--- src/rtl/quad_pwm_pkg.sv ---
package quad_pwm_pkg;
    localparam int WORD_W   = 32;
    localparam int EN_BIT   = 31;
    localparam int DUTY_LSB = 16;
    localparam int DIV_LSB  = 0;

    typedef enum logic [0:0] {
        CH_IDLE = 1'b0,
        CH_RUN  = 1'b1
    } ch_state_e;
endpackage

--- src/rtl/quad_pwm_regs.sv ---
module quad_pwm_regs
    import quad_pwm_pkg::*;
#(
    parameter int NUM_CH   = 4,
    parameter int DUTY_W   = 8,
    parameter int DIV_W    = 13,
    parameter int ADDR_W   = 8,
    parameter int CH_SHIFT = 4
) (
    input  logic                             clk,
    input  logic                             rst_n,
    input  logic                             bus_valid,
    input  logic                             bus_write,
    input  logic [ADDR_W-1:0]                bus_addr,
    input  logic [WORD_W-1:0]                bus_wdata,
    output logic [WORD_W-1:0]                bus_rdata,
    output logic                             addr_hit,
    output logic [NUM_CH-1:0]                ch_en,
    output logic [NUM_CH-1:0][DUTY_W-1:0]    ch_duty,
    output logic [NUM_CH-1:0][DIV_W-1:0]     ch_div
);
    localparam int IDX_W = (NUM_CH > 1) ? $clog2(NUM_CH) : 1;
    localparam logic [ADDR_W-1:0] LOW_MASK = ADDR_W'((1 << CH_SHIFT) - 1);
    localparam logic [ADDR_W-1:0] NCH_A    = ADDR_W'(NUM_CH);

    logic [IDX_W-1:0]              sel_idx;
    logic [NUM_CH-1:0][WORD_W-1:0] words;
    logic [WORD_W-1:0]             rdata_q;

    // Decode: low address bits must be zero and the slot must exist
    always_comb begin
        sel_idx  = bus_addr[CH_SHIFT +: IDX_W];
        addr_hit = ((bus_addr & LOW_MASK) == '0) &&
                   ((bus_addr >> CH_SHIFT) < NCH_A);
    end

    for (genvar g = 0; g < NUM_CH; g++) begin : g_slot
        always_ff @(posedge clk or negedge rst_n) begin
            if (!rst_n) begin
                ch_en[g]   <= 1'b0;
                ch_duty[g] <= '0;
                ch_div[g]  <= '0;
            end else if (bus_valid && bus_write && addr_hit &&
                         (sel_idx == IDX_W'(g))) begin
                ch_en[g]   <= bus_wdata[EN_BIT];
                ch_duty[g] <= bus_wdata[DUTY_LSB +: DUTY_W];
                ch_div[g]  <= bus_wdata[DIV_LSB +: DIV_W];
            end
        end

        always_comb begin
            words[g]                     = '0;
            words[g][EN_BIT]             = ch_en[g];
            words[g][DUTY_LSB +: DUTY_W] = ch_duty[g];
            words[g][DIV_LSB +: DIV_W]   = ch_div[g];
        end
    end

    always_ff @(posedge clk or negedge rst_n) begin
        if (!rst_n) begin
            rdata_q <= '0;
        end else if (bus_valid && !bus_write) begin
            rdata_q <= addr_hit ? words[sel_idx] : '0;
        end
    end

    assign bus_rdata = rdata_q;
endmodule

--- src/rtl/quad_pwm_channel.sv ---
module quad_pwm_channel
    import quad_pwm_pkg::*;
#(
    parameter int DUTY_W = 8,
    parameter int DIV_W  = 13
) (
    input  logic              clk,
    input  logic              rst_n,
    input  logic              cfg_en,
    input  logic [DUTY_W-1:0] cfg_duty,
    input  logic [DIV_W-1:0]  cfg_div,
    output logic              pwm,
    output logic [DUTY_W-1:0] pos_o,
    output logic [DUTY_W-1:0] act_duty_o
);
    localparam logic [DUTY_W-1:0] POS_LAST = '1;

    ch_state_e         state_q, state_d;
    logic [DIV_W-1:0]  presc_q;
    logic [DUTY_W-1:0] pos_q;
    logic [DUTY_W-1:0] act_duty_q;
    logic [DIV_W-1:0]  act_div_q;
    logic              tick_end;

    assign tick_end = (presc_q == act_div_q);

    // Next-state logic: arm, halt, step
    always_comb begin
        state_d = state_q;
        unique case (state_q)
            CH_IDLE: if (cfg_en)  state_d = CH_RUN;
            CH_RUN:  if (!cfg_en) state_d = CH_IDLE;
        endcase
    end

    // State register
    always_ff @(posedge clk or negedge rst_n) begin
        if (!rst_n) state_q <= CH_IDLE;
        else        state_q <= state_d;
    end

    // Prescaler, frame position and working copy of the settings
    always_ff @(posedge clk or negedge rst_n) begin
        if (!rst_n) begin
            presc_q    <= '0;
            pos_q      <= '0;
            act_duty_q <= '0;
            act_div_q  <= '0;
        end else begin
            unique case (state_q)
                CH_IDLE: begin
                    presc_q <= '0;
                    pos_q   <= '0;
                    if (cfg_en) begin
                        act_duty_q <= cfg_duty;
                        act_div_q  <= cfg_div;
                    end
                end
                CH_RUN: begin
                    if (!cfg_en) begin
                        presc_q <= '0;
                        pos_q   <= '0;
                    end else if (tick_end) begin
                        presc_q <= '0;
                        pos_q   <= pos_q + 1'b1;
                        if (pos_q == POS_LAST) begin
                            act_duty_q <= cfg_duty;
                            act_div_q  <= cfg_div;
                        end
                    end else begin
                        presc_q <= presc_q + 1'b1;
                    end
                end
            endcase
        end
    end

    // Outputs
    always_comb begin
        pwm        = (state_q == CH_RUN) && (pos_q < act_duty_q);
        pos_o      = pos_q;
        act_duty_o = act_duty_q;
    end
endmodule

--- src/rtl/quad_pwm.sv ---
module quad_pwm
    import quad_pwm_pkg::*;
#(
    parameter int NUM_CH   = 4,
    parameter int DUTY_W   = 8,
    parameter int DIV_W    = 13,
    parameter int ADDR_W   = 8,
    parameter int CH_SHIFT = 4
) (
    input  logic              clk,
    input  logic              rst_n,
    input  logic              bus_valid,
    input  logic              bus_write,
    input  logic [ADDR_W-1:0] bus_addr,
    input  logic [31:0]       bus_wdata,
    output logic [31:0]       bus_rdata,
    output logic [NUM_CH-1:0] pwm_out
);
    logic                          addr_hit;
    logic [NUM_CH-1:0]             ch_en;
    logic [NUM_CH-1:0][DUTY_W-1:0] ch_duty;
    logic [NUM_CH-1:0][DIV_W-1:0]  ch_div;
    logic [NUM_CH-1:0][DUTY_W-1:0] ch_pos;
    logic [NUM_CH-1:0][DUTY_W-1:0] ch_act_duty;

    quad_pwm_regs #(
        .NUM_CH(NUM_CH), .DUTY_W(DUTY_W), .DIV_W(DIV_W),
        .ADDR_W(ADDR_W), .CH_SHIFT(CH_SHIFT)
    ) u_regs (
        .clk(clk), .rst_n(rst_n),
        .bus_valid(bus_valid), .bus_write(bus_write),
        .bus_addr(bus_addr), .bus_wdata(bus_wdata), .bus_rdata(bus_rdata),
        .addr_hit(addr_hit),
        .ch_en(ch_en), .ch_duty(ch_duty), .ch_div(ch_div)
    );

    for (genvar g = 0; g < NUM_CH; g++) begin : g_ch
        quad_pwm_channel #(.DUTY_W(DUTY_W), .DIV_W(DIV_W)) u_ch (
            .clk(clk), .rst_n(rst_n),
            .cfg_en(ch_en[g]), .cfg_duty(ch_duty[g]), .cfg_div(ch_div[g]),
            .pwm(pwm_out[g]), .pos_o(ch_pos[g]), .act_duty_o(ch_act_duty[g])
        );
    end
endmodule

--- config.mk ---
export PLATFORM = sky130hd
export DESIGN_NAME = quad_pwm
export DESIGN_NICKNAME = d
export VERILOG_FILES = /design/src/rtl/quad_pwm_pkg.sv /design/src/rtl/quad_pwm_regs.sv /design/src/rtl/quad_pwm_channel.sv /design/src/rtl/quad_pwm.sv
export SDC_FILE = /design/constraint.sdc
export NUM_CORES = 1
export LEC_CHECK = 0
export BUFFER_PORTS_ARGS = -buffer_cell sky130_fd_sc_hd__buf_2
export CORE_MARGIN = 2
export CORE_UTILIZATION = 40
export CTS_BUF_LIST = sky130_fd_sc_hd__clkbuf_4 sky130_fd_sc_hd__clkbuf_8 sky130_fd_sc_hd__clkbuf_16
export CTS_CLUSTER_DIAMETER = 200
export CTS_CLUSTER_SIZE = 10
export DETAILED_ROUTE_END_ITERATION = 6
export GPL_TIMING_DRIVEN = 0
export PLACE_DENSITY = 0.53
export SETUP_SLACK_MARGIN = 0.1
export SLEW_MARGIN = 0
export SYNTH_ARGS = -nofsm -noshare
export SYNTH_HDL_FRONTEND = slang
export SYNTH_SLANG_ARGS = --single-unit
--- constraint.sdc ---
create_clock -name clk -period 2.7 [get_ports clk]
set_input_delay 0.405 -clock clk [delete_from_list [all_inputs] [get_ports clk]]
set_output_delay 0.405 -clock clk [all_outputs]
set_load 0.005 [all_outputs]
==> flow_summary.json, run 1 <==
{
  "syn_inst": 1238,
  "layout-drive-gt1-share_pct": 22.2,
  "cp-start-kind": "flop",
  "powerDensity_nw_per_um2": 550,
  "grt_setup_unrepaired": "true",
  "cts_buffers": 34,
  "grt_max_degree": 117,
  "max_stage_delay_ps": 350,
  "rows": 68,
  "fin_nets": 1431,
  "slew_viol_final": 0,
  "avgSynthCellArea_um2": 11.4,
  "max_freq_mhz": 385,
  "cts_root_buffer": "clkbuf_16",
  "outcome": "completed",
  "r2r_cells": 7,
  "synthArstFlopShare_pct": 100,
  "route.detailed.drc": 0,
  "yosysWarnings": 0,
  "cp-endpoint": "pwm_out[1]",
  "synth_top_cell_by_area": "dfrtp_1",
  "core_um2": 34500,
  "synth_cell_types": 47,
  "cp.depth": 8,
  "fp.dieH_um": 191,
  "crit_fanout": 2,
  "drt_wl_total_um": 36300,
  "clk_pin_slew_worst_paths_ps": 50,
  "r2r_start": "g_ch[0].u_ch.presc_q[2]",
  "overflow": 0,
  "postRouteAntennaNets": 0,
  "max-vdd-ir-drop_mv": 0.369,
  "tritoncts": "yes",
  "placedInstanceArea_um2": 15000,
  "final_cell_mix": "dfrtp_1, nand3_1, mux2_2",
  "area_growth_pct": 14.7,
  "seq_area_frac_synth_pct": 50.2,
  "routedWlPerCell_um": 20.0,
  "die_w_um": 191,
  "vias": 9873,
  "finalHoldViolations": 0,
  "worstSetupStartpoint": "g_ch[1].u_ch.act_duty_o[1]",
  "grt_pass1_vias": 9890,
  "cp.arrival_ps": 2190,
  "synth-edff-count": 0,
  "port_buffers": 57,
  "layout_commonest_cell": "dfrtp_1",
  "synth_area_leaders": "dfrtp_1, mux2_2, nand3_1",
  "start_util_pct": 40.7,
  "yosys_most_used_dff": "dfrtp_1",
  "p_leak_nw": 7.53,
  "rrSetupSlack_ps": 230,
  "max_slew_margin_pct": 47.2,
  "antenna_found_initial": 1,
  "end_kind": "output pin",
  "io-pin-count": 80,
  "syn_area_um2": 14100,
  "r2r_end": "g_ch[0].u_ch.act_div_q[5]",
  "grt.total_usage_pct": 20.4,
  "critical_path.cell_chain": "inv_1 -> ha_1 -> a21o_1 -> a21oi_2 -> nor2b_1 -> o311ai_2 -> buf_4 -> buf_6",
  "netlist.area_leader.share_pct": 50.2,
  "cp.required_ps": 2300,
  "htreeDepth": 2,
  "drtIter0Drc": 544,
  "vias_per_cell": 5.46,
  "drtPass1Iterations": 5,
  "worstMarginPinSlew_ps": 791,
  "fin_area_um2": 16100,
  "path_delay_family": "compound AO/OA/AOI/OAI gates",
  "period_share_pct": 96.3,
  "utilization_pct": 46.7,
  "die-area_um2": 36700,
  "post-route-min-period_ps": 2600,
  "hold_class": "in -> reg",
  "finalSetupViolCount": 0,
  "clkLatencyLatePin_ps": 520,
  "grt_first_pass_wirelength_um": 57600,
  "dp_hpwl_um": 25800,
  "finClkSkew_ps": 9.83,
  "cp_num_buf_inv": 3,
  "slowest_stage": "o311ai_2",
  "max-cap-violations": 0,
  "gp_congestion": 0.808,
  "worstSetupPathType": "reg -> out",
  "cts.path.max_buffers": 3,
  "cts_sinks": 282,
  "synth-seq-cells": 282
}
## worst reg2reg max path: stages (launching register included)
cell and delay (ps):
dfrtp_1 450, xor2_1 190, nor4_1 290, nand4_1 120
buf_4 190, o41a_1 560, buf_6 230, mux2_4 310
## cells by family after synthesis
kind of cell	synth area share [%]
AOI/OAI and AO/OA	7.73
DFF	50.2
adders and majority gates	3.20
other	0.0267
muxes	15.1
and+or+nand+nor	13.5
buffers and inverters	4.04
xor gates and xnor gates	6.17
## metrics by stage
step,TNS (ps),hold slack [ps],cells,power (mW),setup WS (ps)
after floorplan,0,109,1247,4.69,566
after global placement,-1225230,480,1759,4.94,-4350
after detailed placement,-6010,371,1761,4.96,-169
after CTS,0,160,1805,8.99,89.2
after global routing,0,172,1809,9.22,4.91
final,0,176,1809,8.87,100
## how the worst min path moves through the flow
stage / cells past startpoint / start / to
final: 2 / bus_wdata[16] / u_regs.ch_duty[16]
after global routing: 2 / bus_wdata[5] / u_regs.ch_div[31]
after CTS: 2 / bus_wdata[5] / u_regs.ch_div[5]
after detailed placement: 1 / rst_n / g_ch[0].u_ch.pos_o[0]
after global placement: 1 / g_ch[2].u_ch.act_duty_o[7] / g_ch[2].u_ch.act_duty_o[7]
after floorplan: 0 / rst_n / g_ch[0].u_ch.act_div_q[0]
## power breakdown
part           internal, mW  switching [mW]
combinational         0.196           0.350
sequential             4.29          0.0695
clock                  2.25            1.72
total                  6.73            2.14
## synth_stat cells (all sizes together) (24+ instances only)
library cell / count
and2: 24
dfrtp: 282
a31oi: 26
and3: 24
xor2: 51
clkbuf: 48
ha: 36
buf: 32
o21ai: 26
xnor2: 48
nor3: 24
mux2: 134
a21oi: 25
inv: 49
nand3: 102
nor2: 69
nand2: 51
## cell type report
cell class | instances | area (um^2)
fill | 3246 | 18400
sequential | 282 | 7060
multi-input combinational | 836 | 6590
clock buffer | 34 | 851
tap | 455 | 569
timing repair buffer | 70 | 448
buffer | 78 | 384
inverter | 49 | 184
clock inverter | 4 | 42.5
antenna | 1 | 2.50
## state kept, by name, indices dropped and copies added, names as in the netlist
| register | count |
|---|---|
| g_ch.u_ch.act_div_q | 52 |
| g_ch.u_ch.presc_q | 52 |
| u_regs.ch_div | 52 |
| g_ch.u_ch.act_duty_o | 32 |
| g_ch.u_ch.pos_o | 32 |
| u_regs.ch_duty | 32 |
| u_regs.bus_rdata | 22 |
| g_ch.u_ch.state_q | 4 |
| u_regs.ch_en | 4 |
## routing by layer
metal	track usage, %	wire (um)
met5	0	0
met4	6.18	932
met2	31.4	16700
met3	3.19	1360
met1	29.5	17300
## repair_timing
action | CTS | global route
endpoints found under the hold margin | 57 | 0
hold buffers | 1 | 0
gates cloned | 0 | 0
pin swaps | 9 | 9
gates resized for setup | 15 | 18
setup buffers | 7 | 3
setup endpoints to repair | 63 | 57
(Power assumes the default switching activity.)
==> run 2: changes to the inputs <==
==> constraint.sdc (replaced) <==
create_clock -name clk -period 3 [get_ports clk]
set_input_delay 0.45 -clock clk [delete_from_list [all_inputs] [get_ports clk]]
set_output_delay 0.45 -clock clk [all_outputs]
set_load 0.005 [all_outputs]
==> run 2 against run 1 <==
Compared with the run above:
- wire length fell by 0.70%
- sequential power fell by 10%
- die area did not move
- final area fell by 1.1%
- setup slack improved by 150 ps
- final cell count fell by 0.39%
- critical path depth fell by 1
- hold slack improved by 47 ps
- largest cell class unchanged
- sequential share of layout area rose by 0.50 points
- utilization fell by 0.53 points
==> flow_summary.json, run 2 (synthesized netlist as in run 1, its figures left out) <==
{
  "cp_num_buf_inv": 2,
  "drtIter0Drc": 529,
  "dp_slack_ps": 131,
  "cts_buffers": 34,
  "path_delay_family": "compound AO/OA/AOI/OAI gates",
  "max_stage_delay_ps": 420,
  "core_um2": 34500,
  "overflow": 0,
  "top_regs": "g_ch.u_ch.act_div_q (52), g_ch.u_ch.presc_q (52), u_regs.ch_div (52)",
  "setup_slack_ps": 246,
  "max_freq_mhz": 363,
  "n_fill_cell": 3258,
  "cp.required_ps": 2550,
  "slew_viol_final": 0,
  "gp_congestion": 0.808,
  "slowest_stage": "dfrtp_1",
  "finalHoldViolations": 0,
  "p_leak_nw": 7.46,
  "max_slew_margin_pct": 39.7,
  "critical_path.cell_chain": "ha_1 -> a21o_1 -> a21oi_1 -> nor2b_1 -> o311ai_1 -> buf_4 -> buf_2",
  "final_cell_mix": "dfrtp_1, nand3_1, mux2_2",
  "area_growth_pct": 13.4,
  "vias": 9780,
  "cp.depth": 7,
  "cp-start-kind": "flop",
  "cts_sinks": 282,
  "clkLatencyLatePin_ps": 520,
  "drtPass1Iterations": 5,
  "grt.total_usage_pct": 20.4,
  "r2r_cells": 7,
  "die-area_um2": 36700,
  "fin_cells": 1802,
  "max-cap-violations": 0,
  "worstSetupPathType": "reg -> out",
  "fin_area_um2": 15900,
  "port_buffers": 57,
  "max-vdd-ir-drop_mv": 0.329,
  "post-route-min-period_ps": 2750,
  "finalPower_mw": 7.96,
  "layout-drive-gt1-share_pct": 20.3,
  "postRouteAntennaNets": 0,
  "die_w_um": 191,
  "cts_root_buffer": "clkbuf_16",
  "grt_first_pass_wirelength_um": 57500,
  "fp.dieH_um": 191,
  "tritoncts": "yes",
  "finalSetupViolCount": 0,
  "grt_max_degree": 117,
  "start_util_pct": 40.7,
  "grt_pass1_vias": 9839,
  "cts.path.max_buffers": 3,
  "drt_wl_total_um": 36000,
  "io-pin-count": 80,
  "dp_hpwl_um": 25800,
  "dpl.cell_count": 1761,
  "finClkSkew_ps": 10.6,
  "powerDensity_nw_per_um2": 499,
  "crit_fanout": 4,
  "worstMarginPinSlew_ps": 897,
  "vias_per_cell": 5.43,
  "clk_pin_slew_worst_paths_ps": 60,
  "fin_nets": 1424,
  "routedWlPerCell_um": 20.0,
  "placedInstanceArea_um2": 15000,
  "cp.arrival_ps": 2300,
  "rows": 68,
  "antenna_found_initial": 1,
  "htreeDepth": 2,
  "period_share_pct": 91.8,
  "holdPathStages": 2,
  "outcome": "completed",
  "hold_class": "in -> reg",
  "grt_setup_unrepaired": "false",
  "end_kind": "output pin",
  "route.detailed.drc": 0,
  "layout_commonest_cell": "dfrtp_1"
}
## run 2: cell count changes in the layout (fill, tap and decap cells not counted), sizes merged
cell / before / now
buf: 100 / 93
## run 2: timing repair
item                                    in CTS  in global routing
endpoints found under the setup margin       3                 42
hold buffers                                 1                  0
buffers inserted                             0                  2
pin swaps                                    0                  2
hold endpoints to repair                    57                  0
resized for setup                            3                  1
## run 2: layout make-up
class	count	area, um^2	area share (%)
repair buffers	62	375	2.35
multi-input cells	836	6480	40.7
well taps	455	569	3.57
plain buffers	79	380	2.39
flip-flops and latches	282	7060	44.3
diodes	1	2.50	0.0157
clock inverters	4	42.5	0.267
inverters	49	184	1.15
clock buffers	34	851	5.34
## run 2: power by group
group / total [mW] / internal, mW / switching, mW / leakage [nW]
Sequential: 3.92 / 3.86 / 0.0615 / 3.93
Clock: 3.56 / 2.02 / 1.54 / 0.439
Combinational: 0.475 / 0.166 / 0.309 / 3.09
Total: 7.96 / 6.05 / 1.91 / 7.46
## run 2: routing by layer
layer | GRT usage, % | vias to the layer above | share of wire [%]
met5 | 0 | - | 0
met4 | 5.95 | 0 | 2.5
met3 | 3.01 | 58 | 3.0
met2 | 31.4 | 174 | 46
met1 | 29.7 | 4930 | 48
li1 | - | 4618 | -
## run 2: stage by stage
step,setup TNS (ps),utilization (%),hold WS (ps)
global placement,-1146280,43.3,480
detailed placement,0,43.5,416
floorplan,0,-,154
finish,0,46.2,223
global route,0,46.2,217
CTS,0,46.1,205
## run 2: path summary, 6_finish.rpt
path                                            start                         end  slack, ps
min in group asynchronous                       rst_n       g_ch[0].u_ch.pos_o[0]        440
min                                     bus_wdata[16]          u_regs.ch_duty[16]        220
min reg2reg                g_ch[2].u_ch.act_duty_o[3]  g_ch[2].u_ch.act_duty_o[3]        490
max reg2reg                   g_ch[2].u_ch.presc_q[7]   g_ch[2].u_ch.act_div_q[2]        450
max in group asynchronous                       rst_n           u_regs.ch_div[44]       1050
max                             g_ch[3].u_ch.pos_o[1]                  pwm_out[3]        250
